### config.mk
export PLATFORM = sky130hd
export DESIGN_NAME = cfg_key_port
export DESIGN_NICKNAME = d
export VERILOG_FILES = /design/src/rtl/cfg_key_port_pkg.sv /design/src/rtl/cfg_key_matcher.sv /design/src/rtl/cfg_index_regs.sv /design/src/rtl/cfg_read_path.sv /design/src/rtl/cfg_key_port.sv
export SDC_FILE = /design/constraint.sdc
export NUM_CORES = 1
export LEC_CHECK = 0
export BUFFER_PORTS_ARGS = -buffer_cell sky130_fd_sc_hd__clkbuf_2
export CORE_AREA = 5 5 60 62
export DETAILED_ROUTE_END_ITERATION = 16
export DIE_AREA = 0 0 65 67
export GPL_TIMING_DRIVEN = 0
export PLACE_DENSITY = 0.88
export SETUP_SLACK_MARGIN = 0.3
export SYNTH_ARGS = -nofsm -noshare
export SYNTH_HDL_FRONTEND = slang
export SYNTH_SLANG_ARGS = --single-unit
### constraint.sdc
create_clock -name clk_i -period 5 [get_ports clk_i]
set_input_delay 1.5 -clock clk_i [delete_from_list [all_inputs] [get_ports clk_i]]
set_output_delay 1.5 -clock clk_i [all_outputs]
set_load 0.1 [all_outputs]
### src/rtl/cfg_key_port_pkg.sv
package cfg_key_port_pkg;
  typedef logic [7:0] byte_t;

  localparam int KEY_LEN = 4;
  localparam int KEY_CW  = $clog2(KEY_LEN);
  localparam byte_t UNLOCK_KEY [KEY_LEN] = '{8'h87, 8'h01, 8'h55, 8'h55};

  localparam byte_t IDX_CTRL   = 8'h02;
  localparam byte_t LOCK_VAL   = 8'h02;
  localparam byte_t IDX_LDN    = 8'h07;
  localparam byte_t IDX_ID_HI  = 8'h20;
  localparam byte_t IDX_ID_LO  = 8'h21;
  localparam byte_t IDX_REV    = 8'h22;
  localparam byte_t BANK_BASE  = 8'h30;
  localparam byte_t LOCKED_RD  = 8'hFF;
endpackage

### src/rtl/cfg_key_matcher.sv
module cfg_key_matcher
  import cfg_key_port_pkg::*;
(
  input  logic  clk_i,
  input  logic  rst_ni,
  input  logic  idx_wr_i,
  input  byte_t wdata_i,
  input  logic  lock_req_i,
  output logic  unlocked_o
);
  localparam logic [KEY_CW-1:0] LAST = KEY_CW'(KEY_LEN - 1);

  logic [KEY_CW-1:0] cnt_q;
  logic              unl_q;
  logic              hit;

  assign hit = (wdata_i == UNLOCK_KEY[cnt_q]);

  always_ff @(posedge clk_i or negedge rst_ni) begin
    if (!rst_ni) begin
      unl_q <= 1'b0;
      cnt_q <= '0;
    end else if (lock_req_i) begin
      unl_q <= 1'b0;
      cnt_q <= '0;
    end else if (!unl_q && idx_wr_i) begin
      if (hit) begin
        if (cnt_q == LAST) begin
          unl_q <= 1'b1;
          cnt_q <= '0;
        end else begin
          cnt_q <= cnt_q + KEY_CW'(1);
        end
      end else begin
        // a stray first-key byte restarts the sequence at position one
        cnt_q <= (wdata_i == UNLOCK_KEY[0]) ? KEY_CW'(1) : '0;
      end
    end
  end

  assign unlocked_o = unl_q;


  a_r2_unlock_needs_last_key: assert property (@(posedge clk_i) disable iff (!rst_ni)
    $rose(unl_q) |-> ($past(idx_wr_i) && $past(wdata_i) == UNLOCK_KEY[KEY_LEN-1]
                      && $past(cnt_q) == LAST));


  a_r3_mismatch_restarts: assert property (@(posedge clk_i) disable iff (!rst_ni)
    (!unl_q && !lock_req_i && idx_wr_i && !hit && wdata_i != UNLOCK_KEY[0])
      |=> (cnt_q == '0 && !unl_q));
endmodule

### src/rtl/cfg_index_regs.sv
module cfg_index_regs
  import cfg_key_port_pkg::*;
(
  input  logic  clk_i,
  input  logic  rst_ni,
  input  logic  unlocked_i,
  input  logic  idx_wr_i,
  input  logic  dat_wr_i,
  input  byte_t wdata_i,
  output byte_t index_o,
  output byte_t ldn_o,
  output logic  lock_req_o
);
  byte_t idx_q, ldn_q;
  logic  ldn_we;

  assign ldn_we     = unlocked_i && dat_wr_i && (idx_q == IDX_LDN);
  assign lock_req_o = unlocked_i && dat_wr_i && (idx_q == IDX_CTRL) && (wdata_i == LOCK_VAL);

  always_ff @(posedge clk_i or negedge rst_ni) begin
    if (!rst_ni) begin
      idx_q <= '0;
      ldn_q <= '0;
    end else begin
      if (unlocked_i && idx_wr_i) idx_q <= wdata_i;
      if (ldn_we)                 ldn_q <= wdata_i;
    end
  end

  assign index_o = idx_q;
  assign ldn_o   = ldn_q;


  a_r4_index_frozen_locked: assert property (@(posedge clk_i) disable iff (!rst_ni)
    !unlocked_i |=> $stable(idx_q));


  a_r6_ldn_only_by_data_write: assert property (@(posedge clk_i) disable iff (!rst_ni)
    !(unlocked_i && dat_wr_i && idx_q == IDX_LDN) |=> $stable(ldn_q));
endmodule

### src/rtl/cfg_read_path.sv
module cfg_read_path
  import cfg_key_port_pkg::*;
#(
  parameter logic [15:0] CHIP_ID  = 16'h8728,
  parameter logic [7:0]  CHIP_REV = 8'h1A
) (
  input  logic  clk_i,
  input  logic  rst_ni,
  input  logic  unlocked_i,
  input  logic  rd_i,
  input  byte_t index_i,
  input  byte_t ldn_i,
  input  byte_t dev_rdata_i,
  output byte_t rdata_o
);
  byte_t glob_val, rd_val, rdata_q;

  always_comb begin
    unique case (index_i)
      IDX_LDN:   glob_val = ldn_i;
      IDX_ID_HI: glob_val = CHIP_ID[15:8];
      IDX_ID_LO: glob_val = CHIP_ID[7:0];
      IDX_REV:   glob_val = {4'h0, CHIP_REV[3:0]};
      default:   glob_val = 8'h00;
    endcase
  end

  always_comb begin
    if (!unlocked_i)                rd_val = LOCKED_RD;
    else if (index_i >= BANK_BASE) rd_val = dev_rdata_i;
    else                            rd_val = glob_val;
  end

  always_ff @(posedge clk_i or negedge rst_ni) begin
    if (!rst_ni)   rdata_q <= LOCKED_RD;
    else if (rd_i) rdata_q <= rd_val;
  end

  assign rdata_o = rdata_q;


  a_r4_locked_read_ones: assert property (@(posedge clk_i) disable iff (!rst_ni)
    (rd_i && !unlocked_i) |=> (rdata_o == LOCKED_RD));


  a_r7_rev_high_nibble_zero: assert property (@(posedge clk_i) disable iff (!rst_ni)
    (rd_i && unlocked_i && index_i == IDX_REV) |=> (rdata_o[7:4] == 4'h0));
endmodule

### src/rtl/cfg_key_port.sv
module cfg_key_port
  import cfg_key_port_pkg::*;
#(
  parameter logic [15:0] CHIP_ID  = 16'h8728,
  parameter logic [7:0]  CHIP_REV = 8'h1A
) (
  input  logic       clk_i,
  input  logic       rst_ni,
  input  logic       idx_wr_i,
  input  logic       dat_wr_i,
  input  logic       dat_rd_i,
  input  logic [7:0] wdata_i,
  output logic [7:0] rdata_o,
  output logic [7:0] dev_ldn_o,
  output logic [7:0] dev_addr_o,
  output logic [7:0] dev_wdata_o,
  output logic       dev_wr_o,
  output logic       dev_rd_o,
  input  logic [7:0] dev_rdata_i
);
  logic  unlocked, lock_req, bank_sel;
  byte_t index, ldn;

  cfg_key_matcher u_match (
    .clk_i      (clk_i),
    .rst_ni     (rst_ni),
    .idx_wr_i   (idx_wr_i),
    .wdata_i    (wdata_i),
    .lock_req_i (lock_req),
    .unlocked_o (unlocked)
  );

  cfg_index_regs u_regs (
    .clk_i      (clk_i),
    .rst_ni     (rst_ni),
    .unlocked_i (unlocked),
    .idx_wr_i   (idx_wr_i),
    .dat_wr_i   (dat_wr_i),
    .wdata_i    (wdata_i),
    .index_o    (index),
    .ldn_o      (ldn),
    .lock_req_o (lock_req)
  );

  cfg_read_path #(.CHIP_ID(CHIP_ID), .CHIP_REV(CHIP_REV)) u_rd (
    .clk_i       (clk_i),
    .rst_ni      (rst_ni),
    .unlocked_i  (unlocked),
    .rd_i        (dat_rd_i),
    .index_i     (index),
    .ldn_i       (ldn),
    .dev_rdata_i (dev_rdata_i),
    .rdata_o     (rdata_o)
  );

  assign bank_sel    = unlocked && (index >= BANK_BASE);
  assign dev_wr_o    = bank_sel && dat_wr_i;
  assign dev_rd_o    = bank_sel && dat_rd_i;
  assign dev_addr_o  = index;
  assign dev_ldn_o   = ldn;
  assign dev_wdata_o = wdata_i;


  a_r9_lock_on_ctrl_write: assert property (@(posedge clk_i) disable iff (!rst_ni)
    (unlocked && dat_wr_i && index == IDX_CTRL && wdata_i == LOCK_VAL) |=> !unlocked);


  a_r8_no_bank_strobe_below_base: assert property (@(posedge clk_i) disable iff (!rst_ni)
    (dev_wr_o || dev_rd_o) |-> (unlocked && dev_addr_o >= BANK_BASE));
endmodule

# Word level (Yosys, flattened, before mapping)
# Cells that the tools add are included.
[word_totals]
ff_bits = 27
out_inout_bits = 34
latch_bits = 0
memories = 0
rom_bits = 0
wordCells = 47
mem_bits_rw = 0
inputBits = 21
[op_classes]
bitwise_logic = 1
n_eq_ne = 9
div = 0
multipliers = 0
shifts = 0
addsub = 1
n_lt_le_gt_ge = 2
muxes = 15
n_reduce_logical = 14
[op_table]
columns = ["op", "count"]
rows = [
  ["8-bit two-way mux", 4],
  ["8-bit case mux with 4 select lines", 1],
  ["8-bit by 6-bit equality test with 1-bit output (second input constant)", 3],
  ["8-bit binary-select mux with 2-bit select", 1],
  ["8-bit by 2-bit equality test with 1-bit output (second input constant)", 2],
  ["1-bit logical AND", 9],
  ["8-bit by 3-bit equality test with 1-bit output (second input constant)", 1],
  ["8-bit equality test", 1],
  ["8-bit equality test (second input constant)", 1],
  ["8-bit by 6-bit greater-or-equal comparator with 1-bit output (second input constant)", 1],
  ["2-bit two-way mux", 4],
  ["2-bit nonzero test", 3],
  ["1-bit two-way mux", 5],
  ["3-bit greater-or-equal comparator (second input constant)", 1],
  ["2-bit inverter with 3-bit output", 1],
  ["3-bit AND reduction", 1],
  ["2-bit by 1-bit adder with 2-bit output (second input constant)", 1],
  ["2-bit equality test (second input constant)", 1],
  ["1-bit logical NOT", 1],
]

# Longest topological paths before layout
# Gate-level depths: netlist of run 1.
[logic_depth]
ltp_word = 8
ltp_mapped = 6
mapped_depth_nobuf = 6

# Cells and area by module
# A second synthesis of run 1 with hierarchy kept.
[hier_totals]
hier_cells = 132
area_unflattened_um2 = 1493.9
[by_module_without_submodules]
columns = ["module", "seq_area_each_um2", "cells_each", "n_inst", "area_per_inst_um2"]
rows = [
  ["cfg_index_regs", 400.4, 43, 1, 665.6],
  ["cfg_read_path", 210.2, 49, 1, 469.2],
  ["cfg_key_matcher", 75.1, 29, 1, 277.8],
  ["cfg_key_port", 0.0, 11, 1, 81.3],
]

# Worst setup path before layout of run 1
# Ideal clock, no wire load.
[synth_path]
path_type = "input to output"
startpoint = "input dat_rd_i"
endpoint = "output dev_rd_o"
required_time_ps = 3500
path_stages = 3
n_path_buf = 1
path_slack_ps = 363
arrival_time_ps = 3137
path_cell_list = "clkbuf_1 > inv_1 > nor2_1"
[synth_between]
elab_chain_len = 1
[synth_rtl]
columns = ["item", "line_no", "text"]
rows = [
  ["start, declared", "cfg_key_port.sv:11", "input logic dat_rd_i,"],
  ["1-bit logical AND", "cfg_key_port.sv:58", "assign dev_rd_o = bank_sel && dat_rd_i;"],
  ["end, declared", "cfg_key_port.sv:18", "output logic dev_rd_o,"],
]
# Every way passes these cells.

# Worst setup path in the final report of run 1
# Same ends and word-level chain as after synthesis.

==> results of run 1 <==
[flip-flops by register name, summed over array words and instances (netlist names)]
name,cells
u_match.unlocked_o,1
u_regs.ldn_o,8
u_regs.index_o,8
u_match.cnt_q,2
u_rd.rdata_o,8
[worst register-to-register path, delay by kind of cell (launching register included)]
kind / cells / cell delay [ps]
and+or+nand+nor: 3 / 720
muxes: 1 / 330
buffers and inverters: 2 / 370
DFF: 1 / 460
[power by group through the flow]
stage,clock [mW],combinational [mW],sequential [mW]
2_1_floorplan,0,0.0387,0.245
3_3_place_gp,0,0.0796,0.228
3_5_place_dp,0,0.0799,0.228
4_1_cts,0.0998,0.0801,0.224
5_1_grt,0.109,0.0841,0.225
6_report,0.0983,0.0796,0.224
[area by class of cell]
| cell class | instances | area (um2) |
|---|---|---|
| Tap cell | 33 | 41.3 |
| Sequential cell | 27 | 686 |
| Clock buffer | 3 | 22.5 |
| Inverter | 4 | 15.0 |
| Fill cell | 257 | 1140 |
| Multi-Input combinational cell | 95 | 709 |
| Clock inverter | 1 | 7.51 |
| Buffer | 12 | 87.6 |
| Timing Repair Buffer | 54 | 270 |
[cell usage in the layout, fill, tap and decap left out, types with 8 or more instances in the layout]
cell type / synthesis / layout
nand2_1: 11 / 11
buf_4: 9 / 9
dfstp_2: 8 / 8
mux2_2: 8 / 8
nor2_1: 8 / 8
dfrtp_1: 19 / 19
clkbuf_2: 0 / 54
mux2_1: 8 / 8
[metrics by stage]
step	area (um2)	util	hold WS, ps	cells	worst slack, ps
finish	1840	0.618	490	229	791
global placement	1810	0.608	464	225	791
global route	1840	0.618	508	229	651
detailed placement	1810	0.608	474	225	799
floorplan	1500	-	559	138	363
CTS	1840	0.618	494	229	796
[logic make-up after synthesis]
family / synth area share
simple gates: 0.188
compound gates: 0.135
xor+xnor: 0.00585
fa+ha+maj: 0.0251
buf+inv: 0.0685
mux: 0.120
flops: 0.458
[routing by layer]
layer,share of wire,track usage
met4,0.013,0.0422
met5,0,0
met2,0.47,0.286
met3,0.097,0.0388
met1,0.42,0.238
[path summary, 6_finish.rpt]
check / endpoint / cells after the start / startpoint
worst max-delay path: dev_rd_o / 5 / dat_rd_i
worst min-delay path: u_rd.rdata_o[2] / 1 / u_rd.rdata_o[2]
worst max register to register: u_regs.ldn_o[4] / 6 / u_regs.index_o[4]
worst min register to register: u_rd.rdata_o[2] / 1 / u_rd.rdata_o[2]
max in group asynchronous: u_match.unlocked_o / 1 / rst_ni
min in group asynchronous: u_regs.ldn_o[0] / 1 / rst_ni
==> run metrics, run 1 <==
outcome finished, final reports clean; Crit path largest cell delay 470 ps; initial DRC count 62; cell leakage power 0.924 nW; Yosys top cell area share 0.317; fin. max-slew vios 0; Critical Path Fanout Max 10; Syn Area/Cell 10.9 um2; hpwl dp 2830 um; unrepaired setup endpoints after global routing false; Syn-to-layout area delta 22.8%; nets 221; Post-CTS Setup Bufs 0; Final ANT Viol Nets 0; Vias/cell 5.84; CP Cell Sequence clkbuf_2 -> clkbuf_1 -> inv_1 -> nor2_1 -> clkbuf_2; clk buf depth 2; clock power share 0.245; CP startpoint kind primary input; Async SR Flop Fraction 1.00; Routed Wire Length 3600 um; Pwr Density 219 nW/um2; WP buf/inv 4; Hold Vio Cnt, Final 0; worst setup path class primary input to primary output; Wirelength per Cell 15.7 um; Post-Syn Nets 162; Synth area leader dfrtp_1; post-cts hold buffer count 0; clock sink total 27; Post-synth top cells 19 x dfrtp_1, 11 x nand2_1, 9 x buf_4; FP Rows 20; Synth area leaders dfrtp_1 32%, dfstp_2 14%, mux2_1 6.0%; largest net degree at the start of global routing 28; share of power burned in registers 0.557; Reg clk slew, reported paths 150 ps; H-tree depth 1; core area 2980 um2; max_slew headroom 0.554; # diodes 0; count leader, synth dfrtp_1; period utilization 0.842; worst hold-check path type register to register; Final Power ~400 uW; Switching Power 131 uW; peak supply drop between 150 and 200 uV; Mapped Area around 1500 um2; Data arrival, critical path about 2700 ps; DRT Pass-1 Iters 4; Placer Congestion 0.880; Syn. warnings 0; Initial Util 0.503; Fin Setup TNS 0 ps; Buffers on Ports 54; Worst Tran Pin Value 668 ps; clk root buf clkbuf_4; chip width 65 um; CTS tree built; Max Cap Viol 0; Reg2Reg Setup Slack 3030 ps; Post-CTS Resized 0; Top FF cell, synth dfrtp_1; I/O Pins 55; Cell Int Power 270 uW; vias in the first global route 1262; Slowest-stage cell, CP clkbuf_2; most used cell along the critical path clkbuf_2; layout cells sized above 1 0.474; worst skew pair latency around 330 ps; critical path required time 3500 ps; GRT Util Overall 0.176; initial antenna violation count 0; Synth Register Bits 27; routed via count 1337; sequential share of the synthesized area 0.458; final setup fails 0; CP Capture Type primary output; Max Fclk 238 MHz; DRC viols 0; Gate Count Post-Synth 138; Post-synth EDFFs 0; combinational share of power 0.198; CTS buffer count 3; grt total ovfl 0; Die Y-Extent between 60 and 70 um; Switching Fraction 0.327; first-pass GRT wire length roughly 6000 um; crit path time final 4210 ps; Setup Skew 4.99 ps; Distinct cells, synth 44; Die ar. around 4400 um2; cell family with most CP delay buffers and inverters
(Power assumes the default switching activity.)
==> inputs of run 2 (changes only) <==
--- a/config.mk
+++ b/config.mk
@@ -6,11 +6,11 @@
 export NUM_CORES = 1
 export LEC_CHECK = 0
 export BUFFER_PORTS_ARGS = -buffer_cell sky130_fd_sc_hd__clkbuf_2
-export CORE_AREA = 5 5 60 62
+export CORE_AREA = 5 5 65 67
 export DETAILED_ROUTE_END_ITERATION = 16
-export DIE_AREA = 0 0 65 67
+export DIE_AREA = 0 0 70 72
 export GPL_TIMING_DRIVEN = 0
-export PLACE_DENSITY = 0.88
+export PLACE_DENSITY = 0.8
 export SETUP_SLACK_MARGIN = 0.3
 export SYNTH_ARGS = -nofsm -noshare
 export SYNTH_HDL_FRONTEND = slang
==> constraint.sdc (replaced) <==
create_clock -name clk_i -period 3.5 [get_ports clk_i]
set_input_delay 1.05 -clock clk_i [delete_from_list [all_inputs] [get_ports clk_i]]
set_output_delay 1.05 -clock clk_i [all_outputs]
set_load 0.1 [all_outputs]
==> run metrics, run 2 (same netlist as run 1, synthesis figures left out) <==
WHS 488 ps (-1.53 ps); max_slew headroom 0.558 (+0.00303); period utilization 0.870; Buffers on Ports 54 (unchanged); first-pass GRT wire length 6290 um (+4.9%); uppermost layer routed met4; Switching Power 193 uW (+47%); hpwl dp 2850 um (+1.0%); outcome finished, final reports clean; Reg clk slew, reported paths 150 ps (about the same); wire length on met3 233 um (-33%); Setup Skew 5.96 ps (+0.973 ps); worst hold-check path type register to register; grt total ovfl 0 (unchanged); initial DRC count 49 (-21%); design area 1880 um2 (+2.0%); Switching Fraction 0.331 (+0.00414); # diodes 0 (unchanged); clk root buf clkbuf_4; Final Power 583 uW (+45%); fin worst setup slack 455 ps (-336 ps); DR WL met2 1860 um (+11%); CTS buffer count 3 (unchanged); post-cts hold buffer count 0 (unchanged); dpl cells 240 (+6.7%); unrepaired setup endpoints after global routing false; critical path required time 2450 ps (-1050 ps); DRC viols 0 (unchanged); final setup fails 0 (unchanged); Reg2Reg Setup Slack 1520 ps (-1510 ps); met1 WL 1550 um (+2.2%); Syn-to-layout area delta 25.2%; clock sink total 27 (unchanged); clock power share 0.255 (+0.010); Cell Int Power 390 uW (+44%); I/O Pins 55 (unchanged); final core occ 0.524 (-0.0935); Post-CTS Setup Bufs 0 (unchanged); layout cells sized above 1 0.490 (+0.0153); FP Rows 22 (+10%); crit path time final 3050 ps; Placer Congestion 0.867 (-1.5%); Pwr Density 311 nW/um2 (+42%); Fin Setup TNS 0 ps (unchanged); commonest non-fill, non-tap cell in the layout clkbuf_2; H-tree depth 1 (unchanged); routed via count 1294 (-3.2%); CP startpoint kind primary input; worst skew pair latency 340 ps (about the same); Wirelength per Cell 15.2 um (-3.5%); Non-Filler Instances 244 (+6.6%); Initial Util 0.419 (-0.0844); nets 221 (unchanged); cell leakage power 0.934 nW (+1.1%); combinational share of power 0.196 (-0.002); GRT Util Overall 0.153 (-0.0235); CTS tree built; worst setup path class primary input to primary output; CP Capture Type primary output; Hold Vio Cnt, Final 0 (unchanged); Worst Tran Pin Value 664 ps (-4.55 ps); Vias/cell 5.30 (-9.2%); DP Area 1830 um2 (+1.3%); Max Fclk 328 MHz; share of power burned in registers 0.549 (-0.008); Die ar. 5040 um2 (+16%); peak supply drop 187 uV (+6.7%); Final ANT Viol Nets 0 (unchanged); Critical Path Fanout Max 10 (unchanged); core area 3580 um2 (+20%); largest net degree at the start of global routing 28 (unchanged); Die Y-Extent 72 um (+7.5%); commonest cells after routing, fill and taps aside 54 x clkbuf_2, 19 x dfrtp_1, 11 x nand2_1; chip width 70 um (+7.7%); Routed Wire Length 3700 um (+2.8%); dpl ws 166 ps (-633 ps); fin. max-slew vios 0 (unchanged); DRT Pass-1 Iters 4 (unchanged); Max Cap Viol 0 (unchanged); vias in the first global route 1345 (+6.6%); Data arrival, critical path 2000 ps (-710 ps); initial antenna violation count 0 (unchanged); clk buf depth 2 (unchanged)
run 2: cell types whose count changed in the layout (fill, tap and decap cells not counted), sizes merged:
cell	delta
inv	+1
clkinvlp	-1
run 2: layout make-up:
type	instances	area (um2)
plain buffers	12	88.8
clock buffers	3	22.5
clock inverters	1	8.76
fillers	354	1700
inverters	4	15.0
multi-input cells	95	722
flip-flops and latches	27	686
well taps	48	60.1
repair buffers	54	273
run 2: power by group through the flow:
stage	registers (mW)	logic (mW)	clock network, mW
floorplan	0.350	0.0555	0
global placement	0.325	0.114	0
detailed placement	0.325	0.115	0
CTS	0.320	0.115	0.155
global route	0.321	0.121	0.167
finish	0.320	0.114	0.149
run 2: worst paths after layout:
kind / startpoint / to / cells past startpoint
max: dat_rd_i / dev_rd_o / 5
min: u_rd.rdata_o[4] / u_rd.rdata_o[4] / 1
max reg2reg: u_regs.index_o[4] / u_regs.ldn_o[7] / 6
min reg2reg: u_rd.rdata_o[4] / u_rd.rdata_o[4] / 1
max in group asynchronous: rst_ni / u_regs.ldn_o[4] / 1
min in group asynchronous: rst_ni / u_regs.index_o[0] / 1
run 2: routing by layer:
layer  vias to the layer above  GRT usage
li1                        622          -
met1                       628      0.191
met2                        37      0.268
met3                         7     0.0332
met4                         0     0.0426
met5                         -          0
run 2: repair_timing:
action,4_1_cts,5_1_grt
gates resized for setup,2,1
endpoints found under the setup margin,1,1
gates cloned,0,0
hold endpoints to repair,0,0
run 2: worst max-delay path, cell delays in order:
cell and delay [ps]:
clkbuf_2 140, clkbuf_2 230, inv_1 130, nor2_2 110, clkbuf_4 330
==> inputs of run 3 (changes only) <==
--- a/config.mk
+++ b/config.mk
@@ -6,11 +6,11 @@
 export NUM_CORES = 1
 export LEC_CHECK = 0
 export BUFFER_PORTS_ARGS = -buffer_cell sky130_fd_sc_hd__clkbuf_2
-export CORE_AREA = 5 5 65 67
+export CORE_AREA = 5 5 72 74
+export CTS_CLUSTER_SIZE = 8
 export DETAILED_ROUTE_END_ITERATION = 16
-export DIE_AREA = 0 0 70 72
-export GPL_TIMING_DRIVEN = 0
-export PLACE_DENSITY = 0.8
+export DIE_AREA = 0 0 77 79
+export PLACE_DENSITY = 0.68
 export SETUP_SLACK_MARGIN = 0.3
 export SYNTH_ARGS = -nofsm -noshare
 export SYNTH_HDL_FRONTEND = slang
==> run metrics, run 3 (same netlist as run 1, synthesis figures left out) <==
Initial Util 0.330 (-0.0883); layout cells sized above 1 0.454 (-0.0357); Hold Vio Cnt, Final 0 (unchanged); I/O Pins 55 (unchanged); Max Cap Viol 0 (unchanged); CP Cell Sequence clkbuf_2 -> inv_1 -> nor2_2 -> clkbuf_2; cell leakage power 0.879 nW (-5.8%); routed via count 1254 (-3.1%); post-cts hold buffer count 0 (unchanged); hold path depth 1 (unchanged); Worst Tran Pin Value 659 ps (-4.34 ps); FF-to-FF path depth 4 (-2); final setup fails 0 (unchanged); worst setup path class primary input to primary output; Post-CTS Resized 0 (-2); CTS tree built; Reg clk slew, reported paths 90 ps (-60 ps); period utilization 0.871 (+0.00124); H-tree depth 1 (unchanged); Placer Congestion 0.796 (-8.2%); critical path required time 2450 ps (about the same); commonest cells after routing, fill and taps aside 54 x clkbuf_2, 19 x dfrtp_1, 11 x nand2_1; Final Power 600 uW (+2.9%); most used cell along the critical path clkbuf_2; CTS buffer count 3 (unchanged); Fin Setup TNS 0 ps (unchanged); grt total ovfl 0 (unchanged); chip width 77 um (+10%); Vias/cell 5.25 (-1.1%); Pwr Density 332 nW/um2 (+6.9%); Die Y-Extent 79 um (+9.7%); CP startpoint kind primary input; Final ANT Viol Nets 0 (unchanged); commonest non-fill, non-tap cell in the layout clkbuf_2; worst hold-check path type register to register; Die ar. 6080 um2 (+21%); # diodes 0 (unchanged); fin. max-slew vios 0 (unchanged); design area 1810 um2 (-3.7%); CP Capture Type primary output; crit path time final 3050 ps (+4.34 ps); Slowest-stage cell, CP clkbuf_2; worst skew pair latency 270 ps (-70 ps); initial DRC count 74 (+51%); initial antenna violation count 0 (unchanged); Data arrival, critical path 2000 ps (about the same); FP Rows 25 (+14%); Wirelength per Cell 16.0 um (+5.4%); Max Fclk 328 MHz (-0.14%); Critical Path Fanout Max 14 (+4); hpwl dp 2960 um (+3.7%); Crit path largest cell delay 460 ps (+130 ps); clk root buf clkbuf_8; Syn-to-layout area delta 20.6%; clock sink total 27 (unchanged); nets 210 (-5.0%); peak supply drop 188 uV (+0.99%); largest net degree at the start of global routing 28 (unchanged); Post-CTS Setup Bufs 0 (unchanged); DRT Pass-1 Iters 4 (unchanged); first-pass GRT wire length 6300 um (+0.11%); outcome finished, final reports clean; Setup Skew 3.29 ps (-2.67 ps); Routed Wire Length 3820 um (+3.3%); GRT Util Overall 0.129 (-0.0239); core area 4540 um2 (+27%); max_slew headroom 0.560 (+0.00290); Buffers on Ports 54 (unchanged); DRC viols 0 (unchanged); unrepaired setup endpoints after global routing false; clk buf depth 2 (unchanged); vias in the first global route 1278 (-5.0%); DP Area 1760 um2 (-4.0%)
==> run 3: changes by cell type in the layout (fill, tap and decap cells not counted) <==
| cell | previous run | this run |
|---|---|---|
| a211oi_2 | 0 | 1 |
| a211oi_4 | 1 | 0 |
| buf_2 | 1 | 0 |
| buf_4 | 9 | 1 |
| buf_6 | 1 | 0 |
| clkbuf_1 | 0 | 1 |
| clkbuf_4 | 4 | 0 |
| clkbuf_8 | 0 | 3 |
| inv_6 | 1 | 0 |
==> run 3: final cells by class <==
class                           count  area, um2
Fill cell                         472       2730
Multi-Input combinational cell     95        714
Sequential cell                    27        686
Timing Repair Buffer               55        278
Tap cell                           54       67.6
Clock buffer                        4       45.0
Inverter                            4       15.0
==> run 3: worst paths after layout <==
check	startpoint	slack, ps	to
worst max-delay path	dat_rd_i	450	dev_rd_o
worst min-delay path	u_rd.rdata_o[2]	480	u_rd.rdata_o[2]
worst max register to register	u_regs.index_o[4]	1350	u_regs.ldn_o[2]
worst min register to register	u_rd.rdata_o[2]	480	u_rd.rdata_o[2]
max in group asynchronous	rst_ni	2280	u_regs.index_o[4]
min in group asynchronous	rst_ni	790	u_match.cnt_q[0]
==> run 3: metal layers <==
metal | share of wire | GRT usage | up-vias
li1 | - | - | 600
met3 | 0.064 | 0.0385 | 5
met4 | 0.0068 | 0.0309 | 0
met1 | 0.45 | 0.169 | 616
met5 | 0 | 0 | -
met2 | 0.48 | 0.210 | 33
==> run 3: worst max-delay path, delay by kind of cell <==
family                 cells  cell delay, ps
buffers and inverters      3             830
AND/OR/NAND/NOR            1             120
==> run 3: report_power, final <==
part           total [mW]  switching (mW)  internal, mW  leakage, nW
clock network       0.173          0.0918        0.0815       0.0228
logic               0.107          0.0880        0.0190        0.507
registers           0.319         0.00186         0.318        0.350
==> run 3: through the flow <==
step / cells / utilization / setup slack, ps / hold slack [ps]
after global routing: 239 / 0.398 / 333 / 486
final: 239 / 0.398 / 451 / 480
after detailed placement: 235 / 0.388 / 454 / 469
after global placement: 235 / 0.388 / 460 / 469
after CTS: 239 / 0.398 / 452 / 483
after floorplan: 138 / - / 57.9 / 559
